===== src/rtl/dram_bank_seq.sv =====
module dram_bank_seq #(
  parameter int ROW_W   = 8,
  parameter int COL_W   = 6,
  parameter int T_RCD   = 3,
  parameter int T_RP    = 4,
  parameter int T_WR    = 5,
  parameter int T_BURST = 4
) (
  input  logic             clk,
  input  logic             rst_n,
  input  logic             req_valid,
  output logic             req_ready,
  input  logic [ROW_W-1:0] req_row,
  input  logic [COL_W-1:0] req_col,
  input  logic             req_write,
  input  logic             ref_req,
  output logic             ref_grant,
  output logic             cmd_valid,
  output logic [1:0]       cmd_op,
  output logic [ROW_W-1:0] cmd_row,
  output logic [COL_W-1:0] cmd_col,
  output logic             done,
  output logic             done_hit
);
  localparam int TA   = (T_RCD > T_RP) ? T_RCD : T_RP;
  localparam int TB   = (T_WR > T_BURST) ? T_WR : T_BURST;
  localparam int TMAX = (TA > TB) ? TA : TB;
  localparam int CW   = $clog2(TMAX + 1);

  localparam logic [1:0] OP_ACT = 2'd0;
  localparam logic [1:0] OP_RD  = 2'd1;
  localparam logic [1:0] OP_WR  = 2'd2;
  localparam logic [1:0] OP_PRE = 2'd3;

  typedef enum logic [2:0] {
    S_IDLE, S_PRE, S_WRP, S_ACT, S_WRCD, S_COL, S_WCOL, S_REF
  } st_t;

  st_t              st;
  logic [CW-1:0]    cnt;
  logic             open_vld;
  logic [ROW_W-1:0] open_row;
  logic [ROW_W-1:0] row_q;
  logic [COL_W-1:0] col_q;
  logic             wr_q;
  logic             hit_q;
  logic             ref_q;

  wire is_hit = open_vld && (req_row == open_row);

  assign req_ready = (st == S_IDLE) && !ref_req;
  assign ref_grant = (st == S_REF);
  assign cmd_valid = (st == S_PRE) || (st == S_ACT) || (st == S_COL);
  assign cmd_row   = (st == S_PRE) ? open_row : row_q;
  assign cmd_col   = col_q;
  assign done      = (st == S_COL);
  assign done_hit  = done && hit_q;

  always_comb begin
    case (st)
      S_PRE:   cmd_op = OP_PRE;
      S_COL:   cmd_op = wr_q ? OP_WR : OP_RD;
      default: cmd_op = OP_ACT;
    endcase
  end

  always_ff @(posedge clk) begin
    if (!rst_n) begin
      st       <= S_IDLE;
      cnt      <= '0;
      open_vld <= 1'b0;
      open_row <= '0;
      row_q    <= '0;
      col_q    <= '0;
      wr_q     <= 1'b0;
      hit_q    <= 1'b0;
      ref_q    <= 1'b0;
    end else begin
      case (st)
        S_IDLE: begin
          if (ref_req) begin
            ref_q <= 1'b1;
            st    <= open_vld ? S_PRE : S_REF;
          end else if (req_valid) begin
            row_q <= req_row;
            col_q <= req_col;
            wr_q  <= req_write;
            hit_q <= is_hit;
            st    <= !open_vld ? S_ACT : (is_hit ? S_COL : S_PRE);
          end
        end
        S_PRE: begin
          open_vld <= 1'b0;
          cnt      <= CW'(T_RP - 1);
          st       <= S_WRP;
        end
        S_WRP: begin
          if (cnt <= 1) st <= ref_q ? S_REF : S_ACT;
          else          cnt <= cnt - 1'b1;
        end
        S_ACT: begin
          open_vld <= 1'b1;
          open_row <= row_q;
          cnt      <= CW'(T_RCD - 1);
          st       <= S_WRCD;
        end
        S_WRCD: begin
          if (cnt <= 1) st <= S_COL;
          else          cnt <= cnt - 1'b1;
        end
        S_COL: begin
          cnt <= wr_q ? CW'(T_WR - 1) : CW'(T_BURST - 1);
          st  <= S_WCOL;
        end
        S_WCOL: begin
          if (cnt <= 1) st <= S_IDLE;
          else          cnt <= cnt - 1'b1;
        end
        S_REF: begin
          if (!ref_req) begin
            ref_q <= 1'b0;
            st    <= S_IDLE;
          end
        end
        default: st <= S_IDLE;
      endcase
    end
  end
endmodule


===== config.mk =====
export PLATFORM = sky130hd
export DESIGN_NAME = dram_bank_seq
export DESIGN_NICKNAME = d
export VERILOG_FILES = /design/src/rtl/dram_bank_seq.sv
export SDC_FILE = /design/constraint.sdc
export NUM_CORES = 1
export LEC_CHECK = 0
export BUFFER_PORTS_ARGS = -buffer_cell sky130_fd_sc_hd__buf_4
export CAP_MARGIN = 5
export CORE_ASPECT_RATIO = 0.5
export CORE_UTILIZATION = 50
export CTS_BUF_LIST = sky130_fd_sc_hd__clkbuf_8
export DETAILED_ROUTE_END_ITERATION = 7
export GPL_TIMING_DRIVEN = 0
export HOLD_SLACK_MARGIN = 0.12
export PLACE_DENSITY = 0.84
export SYNTH_ARGS = -nofsm -noshare
export SYNTH_HDL_FRONTEND = slang
export SYNTH_SLANG_ARGS = --single-unit
export TNS_END_PERCENT = 30

===== constraint.sdc =====
create_clock -name clk -period 1.38 [get_ports clk]
set_input_delay 0.069 -clock clk [delete_from_list [all_inputs] [get_ports clk]]
set_output_delay 0.069 -clock clk [all_outputs]
set_load 0.01 [all_outputs]

==> impl_metrics.csv, run 1 <==
group,metric,value,unit
synthesis,syn_inst,212,
detailed_routing,first_iter_violations,186,
setup_path,rrSetupSlack,-0.26,ns
synthesis,synth_seq_area_share,37.9,%
cts,clk_pin_slew,0.07,ns
setup_path,r2r_start,"st[2]",
layout,area_growth,56.0,%
cts,cts_tree,"built",
sta,tightestPinTransition,0.611,ns
setup_path,crit_path_start,"st[2]",
sta,setup_tns,-5.74,ns
cts,cts_inserted_buffers,5,
layout,multi_input_area,1100,µm²
placement,dp_cells,290,
setup_path,r2r_cells,6,
grt,grt_pass1_wl,8620,µm
sta,setup_violations,35,
power_and_ir_drop,powerDensity,1870,nW/µm²
layout,register_area,652,µm²
detailed_routing,drc,4,
floorplan,initial_core_util,54.5,%
synthesis,synthArstFlopShare,0,%
setup_path,path_cells,"or2_4, nor2_4, buf_12, mux2_4, buf_6",
placement,dp_hpwl,2940,µm
setup_path,path_class,"reg -> out",
layout,diodes,0,
sta,max_freq,597,MHz
detailed_routing,detail_route.first_pass.iterations,7,
detailed_routing,top_layer_used,"met4",
setup_path,crit_path_end,"cmd_row[0]",
cts,htreeDepth,2,
sta,fin_ws,-0.294,ns
floorplan,die_height,43.1,µm
floorplan,die_w,84.2,µm
grt,track_usage,31.5,%
setup_path,critPathSlowestCell,"dfxtp_4",
synthesis,synthFlopType,"dfxtp_1",
layout,design_area,2640,µm²
sta,final_max_slew_viol_count,0,
grt,grt_antenna_before_repair,0,
detailed_routing,wl_per_cell,19.3,µm
sta,period_share,121,%
placement,post_dp_cell_area,2060,µm²
sta,max_slew_margin,59.2,%
setup_path,crit_fanout,8,
detailed_routing,ant_nets,0,
synthesis,syn_nets,233,
synthesis,ys_ff_latch,32,
setup_path,slowest_delay,0.37,ns
setup_path,cp-end-kind,"output port",
setup_path,r2r-end,"cmd_col[4]",
synthesis,avgSynthCellArea,7.97,µm²
layout,fin_cells,327,
synthesis,ys_warn_count,0,
floorplan,io_pins,40,
detailed_routing,vias,2017,
power_and_ir_drop,p_leak,1.05,nW
min_path,hold_class,"in -> reg",
sta,period_minus_slack,1.67,ns
power_and_ir_drop,max-vdd-ir-drop,0.926,mV
status,violations,"design-rule violations, negative setup slack",
setup_path,worst-endpoint-required,1.31,ns
floorplan,rows,14,
status,status,"finished with violations",
detailed_routing,finalWirelength,6310,µm
sta,rsz0062_at_grt,"true",
setup_path,arrival,1.60,ns
cts,clock_path_buffers,2,
grt,grt_max_degree,11,
synthesis,ys_types,44,
detailed_routing,wl_met3,490,µm
floorplan,die_area,3630,µm²
cts,clk_latency,0.30,ns
synthesis,netlist_area,1690,µm²
setup_path,start_kind,"flip-flop",
detailed_routing,via_per_inst,6.17,
cts,clockRootBuffer,"clkbuf_8",
cts,clock-sinks,32,
floorplan,core,3100,µm²
grt,first_global_vias,1813,
sta,worst_clock_skew,0.0112,ns
detailed_routing,drt-met1-wl,2460,µm
layout,nNetsFinal,307,
sta,hold_violations,0,
run,cap_viol_max_count,0,
placement,gp_congestion,0.894,
synthesis,synth_edf_count,0,
layout,drive_above_1_share,40.8,%
layout,fillers,162,
grt,grt.overflow.total,0,
placement,io_buffers,38,
detailed_routing,wl_met2,2990,µm
==> worst max-delay path: cells and delay by family (launching register included) <==
kind	cells	cell delay (ns)
buf+inv	2	0.27
simple gates	2	0.35
mux	1	0.32
flops	1	0.37
==> registers in the layout, summed over array words and instances, names as in the netlist <==
register  count
row_q         8
open_vld      1
st            3
ref_q         1
cmd_col       6
hit_q         1
cnt           3
open_row      8
wr_q          1
==> how the worst min path moves through the flow <==
stage	from	end	cells after the start	slack [ns]
2_1_floorplan	rst_n	cnt[0]	2	0.19
3_3_place_gp	req_col[1]	cmd_col[1]	3	0.32
3_5_place_dp	req_write	wr_q	3	0.33
4_1_cts	req_valid	cmd_col[3]	4	0.16
5_1_grt	req_valid	cmd_col[5]	4	0.16
6_report	req_valid	cmd_col[5]	4	0.15
==> synthesized netlist by cell type (2+ instances only) <==
cell      number  area (µm²)
dfxtp_1       32         641
nand4_1        2        12.5
xor2_1         8        70.1
nor3_1         4        20.0
and2_1         3        18.8
or2_2          2        12.5
o22ai_1        2        12.5
buf_1          2        7.51
nand2_1       56         210
clkbuf_1       3        11.3
a21oi_2        4        35.0
buf_6          2        22.5
o21ai_0        3        15.0
o32ai_1        2        17.5
inv_1          5        18.8
nand2b_1       4        25.0
ha_1           2        25.0
buf_2          4        20.0
nor4_1         2        12.5
nor2_1        10        37.5
a21oi_1       29         145
mux2_2         9         101
==> placed cells by master (no fill, tap or decap), types with 2 or more instances in the layout <==
master / n
nor4_1: 2
nand2_1: 52
o21ai_0: 2
nor2_1: 7
buf_6: 10
nor2_4: 3
dfxtp_4: 2
mux2_4: 9
clkbuf_2: 2
nor3_1: 3
inv_1: 5
nand2b_1: 3
or2_4: 3
a21oi_2: 12
xor2_1: 8
dfxtp_1: 27
buf_8: 2
a21oi_1: 21
clkbuf_8: 5
buf_1: 2
buf_4: 43
dfxtp_2: 3
dlygate4sd3_1: 16
o22ai_1: 2
nand2_2: 4
o32ai_1: 2
a221oi_2: 2
nand4_1: 2
and2_1: 2
buf_2: 2
==> where the power goes <==
group / switching, mW / total, mW / internal, mW / leakage [nW]
logic: 1.44 / 2.76 / 1.32 / 0.733
registers: 0.161 / 1.26 / 1.10 / 0.262
clock network: 0.392 / 0.921 / 0.529 / 0.0593
==> logic make-up after synthesis <==
group	share of synthesized area, %
flip-flops	37.9
adder cells (fa/ha/maj)	2.07
multiplexers	6.00
XOR/XNOR	4.66
AND/OR/NAND/NOR	23.3
AO/OA/AOI/OAI	19.8
buffers and inverters	6.29
==> metal layers <==
layer / vias to the layer above / global-route usage, %
met5: - / 0
met4: 0 / 16.9
met3: 44 / 8.95
met2: 141 / 53.4
met1: 963 / 36.8
li1: 869 / -
==> metrics by stage <==
step	power, mW	setup slack [ns]	utilization (%)	hold WS (ns)
after global placement	3.06	-0.314	66.4	0.318
after detailed placement	3.11	-0.325	66.4	0.327
after CTS	4.57	-0.340	82.0	0.158
final	4.94	-0.294	85.1	0.149
after global routing	5.08	-0.307	85.1	0.156
after floorplan	2.61	-0.0811	-	0.191
==> what timing repair did <==
item                                    4_1_cts  5_1_grt
endpoints found under the setup margin       40       43
pin swaps                                     9        9
buffers inserted                              9        6
cloned                                        0        1
resized for setup                            43       15
hold buffers                                 16        0
endpoints found under the hold margin        18        0
==> final cells by class <==
type | instances | share of cell area (%)
tap | 40 | 1.90
buffer | 10 | 2.75
multi-input combinational | 161 | 41.6
inverter | 6 | 1.14
clock inverter | 3 | 1.47
clock buffer | 5 | 2.61
sequential | 32 | 24.7
timing repair buffer | 70 | 23.9
Power figures use the tool's default switching activity.
==> inputs of run 2 (changes only) <==
CORE_UTILIZATION = 48   (was 50)
CTS_BUF_LIST = default   (was sky130_fd_sc_hd__clkbuf_8)
PLACE_DENSITY = 0.81   (was 0.84)
==> run 2 against run 1 <==
Net effect: the flow finishes with violations (negative setup slack); total power grew 8.3%; wire length grew 21%; first-iteration DRC count grew 38%; worst hold slack gained 0.035 ns; sequential cell count is the same; cell count grew 2.8%; utilization grew 5.2 points; combinational power grew 12%; critical endpoint is now cmd_row[3]; largest cell class unchanged.
==> impl_metrics.csv, run 2 (same netlist as run 1, synthesis figures left out) <==
group,metric,value,unit
layout,final_util,90.3,%
sta,max_freq,581,MHz
placement,dp_hpwl,2890,µm
cts,clockRootBuffer,"clkbuf_8",
grt,grt_pass1_wl,9160,µm
detailed_routing,finalWirelength,7660,µm
sta,rsz0062_at_grt,"true",
layout,most-common-layout-cells,"buf_4 (39), nand2_1 (37), dfxtp_1 (27)",
sta,worst_clock_skew,0.0116,ns
detailed_routing,drc,0,
setup_path,critPathSlowestCell,"dfxtp_4",
sta,period_share,125,%
power_and_ir_drop,max-vdd-ir-drop,0.861,mV
detailed_routing,wl_per_cell,22.8,µm
sta,hold_violations,0,
layout,drive_above_1_share,48.3,%
setup_path,start_kind,"flip-flop",
layout,fillers,101,
floorplan,rows,14,
placement,gp_congestion,0.858,
power_and_ir_drop,p_leak,1.14,nW
grt,track_usage,32.8,%
cts,htreeDepth,2,
floorplan,die_area,3780,µm²
power_and_ir_drop,power,5.35,mW
setup_path,cp-end-kind,"output port",
sta,max_slew_margin,51.1,%
floorplan,die_w,85.9,µm
layout,fin_cells,336,
floorplan,die_height,44.0,µm
cts,clk_pin_slew,0.08,ns
layout,multi_input_area,1230,µm²
sta,setup_tns,-9.91,ns
detailed_routing,vias,2155,
floorplan,core,3170,µm²
setup_path,path_class,"reg -> out",
run,cap_viol_max_count,0,
detailed_routing,ant_nets,0,
setup_path,crit_fanout,8,
detailed_routing,via_per_inst,6.41,
min_path,hold_class,"in -> reg",
grt,first_global_vias,1842,
cts,cts_tree,"built",
cts,clock_path_buffers,2,
setup_path,critPathBufInv,2,
setup_path,arrival,1.65,ns
sta,setup_violations,47,
layout,area_growth,69.4,%
sta,tightestPinTransition,0.734,ns
sta,final_max_slew_viol_count,0,
cts,clk_latency,0.31,ns
sta,fin_ws,-0.343,ns
placement,io_buffers,38,
grt,grt_antenna_before_repair,0,
grt,grt.overflow.total,0,
floorplan,initial_core_util,53.3,%
layout,nNetsFinal,308,
floorplan,io_pins,40,
layout,layout_commonest_cell,"buf_4",
power_and_ir_drop,powerDensity,1870,nW/µm²
layout,diodes,0,
sta,period_minus_slack,1.72,ns
detailed_routing,detail_route.first_pass.iterations,7,
grt,grt_max_degree,12,
cts,clock-sinks,32,
status,status,"finished with violations",
status,violations,"negative setup slack",
layout,register_area,654,µm²
detailed_routing,first_iter_violations,256,
setup_path,worst-endpoint-required,1.31,ns
cts,cts_inserted_buffers,5,
placement,dp_cells,298,
setup_path,slowest_delay,0.36,ns
setup_path,path_cells,"or2_4, nor2_4, buf_12, mux2_4, buf_6",
setup_path,cp_top_family,"simple AND/OR/NAND/NOR gates",
## run 2: worst min-delay path, cell delays in order
cell and delay (ns):
buf_4 0.12, inv_1 0.10, a41o_1 0.13, a221oi_2 0.04
## run 2: routing by layer
layer	wire [µm]	track usage, %
met1	2800	38.0
met2	3320	55.6
met3	874	8.38
met4	666	21.7
met5	0	0
## run 2: cell type report
type / instances / share of cell area (%)
Timing Repair Buffer: 71 / 24.0
Clock buffer: 5 / 2.40
Buffer: 10 / 3.10
Inverter: 6 / 1.18
Sequential cell: 32 / 22.9
Multi-Input combinational cell: 161 / 42.9
Clock inverter: 3 / 1.49
Tap cell: 48 / 2.10
## run 2: final timing paths
check | slack (ns) | depth (start not counted) | start | endpoint
setup / recovery | -0.34 | 5 | st[2] | cmd_row[3]
hold / removal | 0.18 | 4 | rst_n | cnt[1]
setup reg to reg | -0.33 | 7 | st[2] | cmd_col[3]
hold reg to reg | 0.49 | 2 | cmd_col[2] | cmd_col[2]
## run 2: power breakdown
| part | switching [mW] | internal (mW) |
|---|---|---|
| clock network | 0.426 | 0.534 |
| logic | 1.65 | 1.45 |
| registers | 0.187 | 1.10 |
| total | 2.27 | 3.08 |
## run 2: per-stage QoR
| step | hold slack (ns) | worst slack [ns] | instance area, µm² |
|---|---|---|---|
| 6_report | 0.185 | -0.343 | 2860 |
| 5_1_grt | 0.192 | -0.436 | 2860 |
| 4_1_cts | 0.151 | -0.282 | 2530 |
| 3_5_place_dp | 0.328 | -0.322 | 2070 |
| 3_3_place_gp | 0.317 | -0.306 | 2070 |
| 2_1_floorplan | 0.191 | -0.0811 | 1720 |
## run 2: timing repair
| item | 4_1_cts | 5_1_grt |
|---|---|---|
| gates resized for setup | 44 | 57 |
| setup buffers | 7 | 8 |
| endpoints found under the setup margin | 40 | 39 |
| hold endpoints to repair | 18 | 0 |
| pin swaps | 10 | 13 |
| hold buffers | 16 | 0 |
| gates cloned | 0 | 2 |
==> inputs of run 3 (changes only) <==
SETUP_SLACK_MARGIN = 0.2   (was default)
==> run 3 against run 2 <==
Net effect: the run still ends with negative setup slack left; clock-buffer cell count increased by 1; cell count increased by 1.2%; setup slack got worse by 0.027 ns; clock skew decreased by 0.0076 ns; sequential share of layout area increased by 0.34 points; utilization decreased by 2.0 points; first-iteration DRC count decreased by 19%; non-clock buffer count increased by 4; wire length decreased by 12%; fmax decreased by 1.5%; critical path type unchanged; largest power group unchanged; highest routed layer unchanged.
==> impl_metrics.csv, run 3 (same netlist as run 1, synthesis figures left out) <==
group,metric,value,unit
sta,final_max_slew_viol_count,0,
power_and_ir_drop,swShare,40.1,%
power_and_ir_drop,power,5.21,mW
cts,cts_tree,"built",
status,status,"finished with violations",
cts,clock-sinks,32,
setup_path,r2r-end,"row_q[3]",
setup_path,cp-end-kind,"output port",
power_and_ir_drop,powerDensity,1860,nW/µm²
placement,dp_hpwl,3030,µm
detailed_routing,ant_nets,0,
cts,clock_path_buffers,2,
sta,max_freq,572,MHz
floorplan,core,3170,µm²
layout,diodes,0,
placement,io_buffers,38,
setup_path,rrSetupSlack,-0.36,ns
power_and_ir_drop,p_comb_share,59.0,%
power_and_ir_drop,max-vdd-ir-drop,0.903,mV
sta,period_share,127,%
setup_path,start_kind,"flip-flop",
floorplan,die_height,44.0,µm
cts,htreeDepth,2,
grt,grt_antenna_before_repair,0,
sta,worst_clock_skew,0.00404,ns
power_and_ir_drop,p_leak,1.13,nW
layout,most-common-layout-cells,"nand2_1 (49), buf_4 (42), dfxtp_1 (27)",
floorplan,initial_core_util,53.3,%
power_and_ir_drop,p_int,3.12,mW
setup_path,r2r_cells,8,
min_path,whs_endpoint,"st[1]",
min_path,hold_class,"in -> reg",
detailed_routing,drc,0,
setup_path,crit_fanout,8,
floorplan,die_area,3780,µm²
setup_path,worst-endpoint-required,1.31,ns
placement,gp_congestion,0.853,
layout,drive_above_1_share,45.2,%
grt,grt_pass1_wl,8890,µm
power_and_ir_drop,seqPwrFrac,23.5,%
min_path,hold_depth,3,
layout,area_growth,65.6,%
grt,grt.overflow.total,0,
detailed_routing,via_per_inst,6.09,
grt,track_usage,31.3,%
cts,clk_pin_slew,0.07,ns
sta,period_minus_slack,1.75,ns
detailed_routing,detail_route.first_pass.iterations,5,
run,cap_viol_max_count,0,
grt,first_global_vias,1843,
sta,tightestPinTransition,0.635,ns
sta,rsz0062_at_grt,"true",
detailed_routing,first_iter_violations,208,
layout,fillers,124,
setup_path,arrival,1.68,ns
sta,max_slew_margin,57.6,%
power_and_ir_drop,power_switching,2.09,mW
cts,clk_latency,0.29,ns
sta,setup_violations,36,
layout,layout_commonest_cell,"nand2_1",
cts,cts_inserted_buffers,5,
sta,fin_ws,-0.369,ns
setup_path,path_class,"reg -> out",
cts,clockRootBuffer,"clkbuf_8",
detailed_routing,vias,2071,
grt,grt_max_degree,11,
setup_path,r2r_start,"st[2]",
floorplan,die_w,85.9,µm
floorplan,io_pins,40,
min_path,min_from,"ref_req",
power_and_ir_drop,pwr-share-clk,17.4,%
floorplan,rows,14,
placement,pre_cts_slack,-0.335,ns
detailed_routing,finalWirelength,6740,µm
sta,holdWs,0.209,ns
status,violations,"negative setup slack",
layout,nNetsFinal,312,
detailed_routing,wl_per_cell,19.8,µm
layout,final_util,88.3,%
sta,hold_violations,0,
[run 3: cell types whose count changed in the layout (fill, tap and decap cells not counted), moves of 2 or more]
cell / previous run / this run
buf_1: 2 / 0
buf_4: 39 / 42
clkbuf_2: 1 / 3
nand2_2: 7 / 2
buf_8: 3 / 1
buf_6: 13 / 16
dfxtp_2: 2 / 4
nand2_1: 37 / 49
dfxtp_4: 3 / 1
nand2_4: 11 / 5
[run 3: metrics by stage]
step / instance area (µm²) / setup TNS, ns / instances
6_report: 2800 / -8.66 / 340
5_1_grt: 2800 / -9.99 / 340
4_1_cts: 2620 / -6.28 / 332
3_5_place_dp: 2090 / -6.17 / 298
3_3_place_gp: 2090 / -5.47 / 298
2_1_floorplan: 1750 / -0.938 / 212
[run 3: how the worst max path moves through the flow]
stage,from,to,slack (ns),cells after the start
after CTS,st[2],cmd_row[1],-0.33,6
after global routing,st[2],row_q[3],-0.40,8
after floorplan,cnt[1],st[2],-0.08,6
after detailed placement,st[0],cmd_row[7],-0.34,5
after global placement,st[0],cmd_row[7],-0.33,5
final,st[2],cmd_row[0],-0.37,6
[run 3: worst max-delay path, stage by stage, from the launching register on]
cell and delay (ns):
dfxtp_2 0.32, buf_6 0.11, or2_4 0.26, nor2_4 0.11, buf_12 0.15, mux2_4 0.32
buf_6 0.12
[run 3: what timing repair did]
| item | CTS | global route |
|---|---|---|
| pin swaps | 11 | 23 |
| hold buffers | 16 | 0 |
| endpoints found under the hold margin | 18 | 0 |
| resized for setup | 47 | 29 |
| setup buffers | 10 | 7 |
| gates cloned | 0 | 1 |
| endpoints found under the setup margin | 47 | 47 |
[run 3: area by class of cell]
class                      count  area (µm²)  share of cell area, %
multi-input combinational    161        1150                   41.3
timing repair buffer          72         668                   23.9
sequential                    32         649                   23.2
buffer                        13         125                   4.47
clock buffer                   6        72.6                   2.59
tap                           48        60.1                   2.15
clock inverter                 2        35.0                   1.25
inverter                       6        33.8                   1.21
[run 3: power groups by stage]
stage                     Sequential [mW]  Combinational [mW]  Clock (mW)
after floorplan                      1.19                1.44           0
after global placement               1.19                1.90           0
after detailed placement             1.20                1.95           0
after CTS                            1.20                2.64       0.898
after global routing                 1.24                3.25       0.948
final                                1.23                3.08       0.908
[run 3: per-layer routing]
| layer | GRT usage, % | share of wire [%] | vias to the layer above |
|---|---|---|---|
| li1 | - | - | 880 |
| met1 | 38.0 | 37 | 970 |
| met2 | 54.9 | 46 | 166 |
| met3 | 7.43 | 10 | 55 |
| met4 | 12.7 | 6.2 | 0 |
| met5 | 0 | 0 | - |
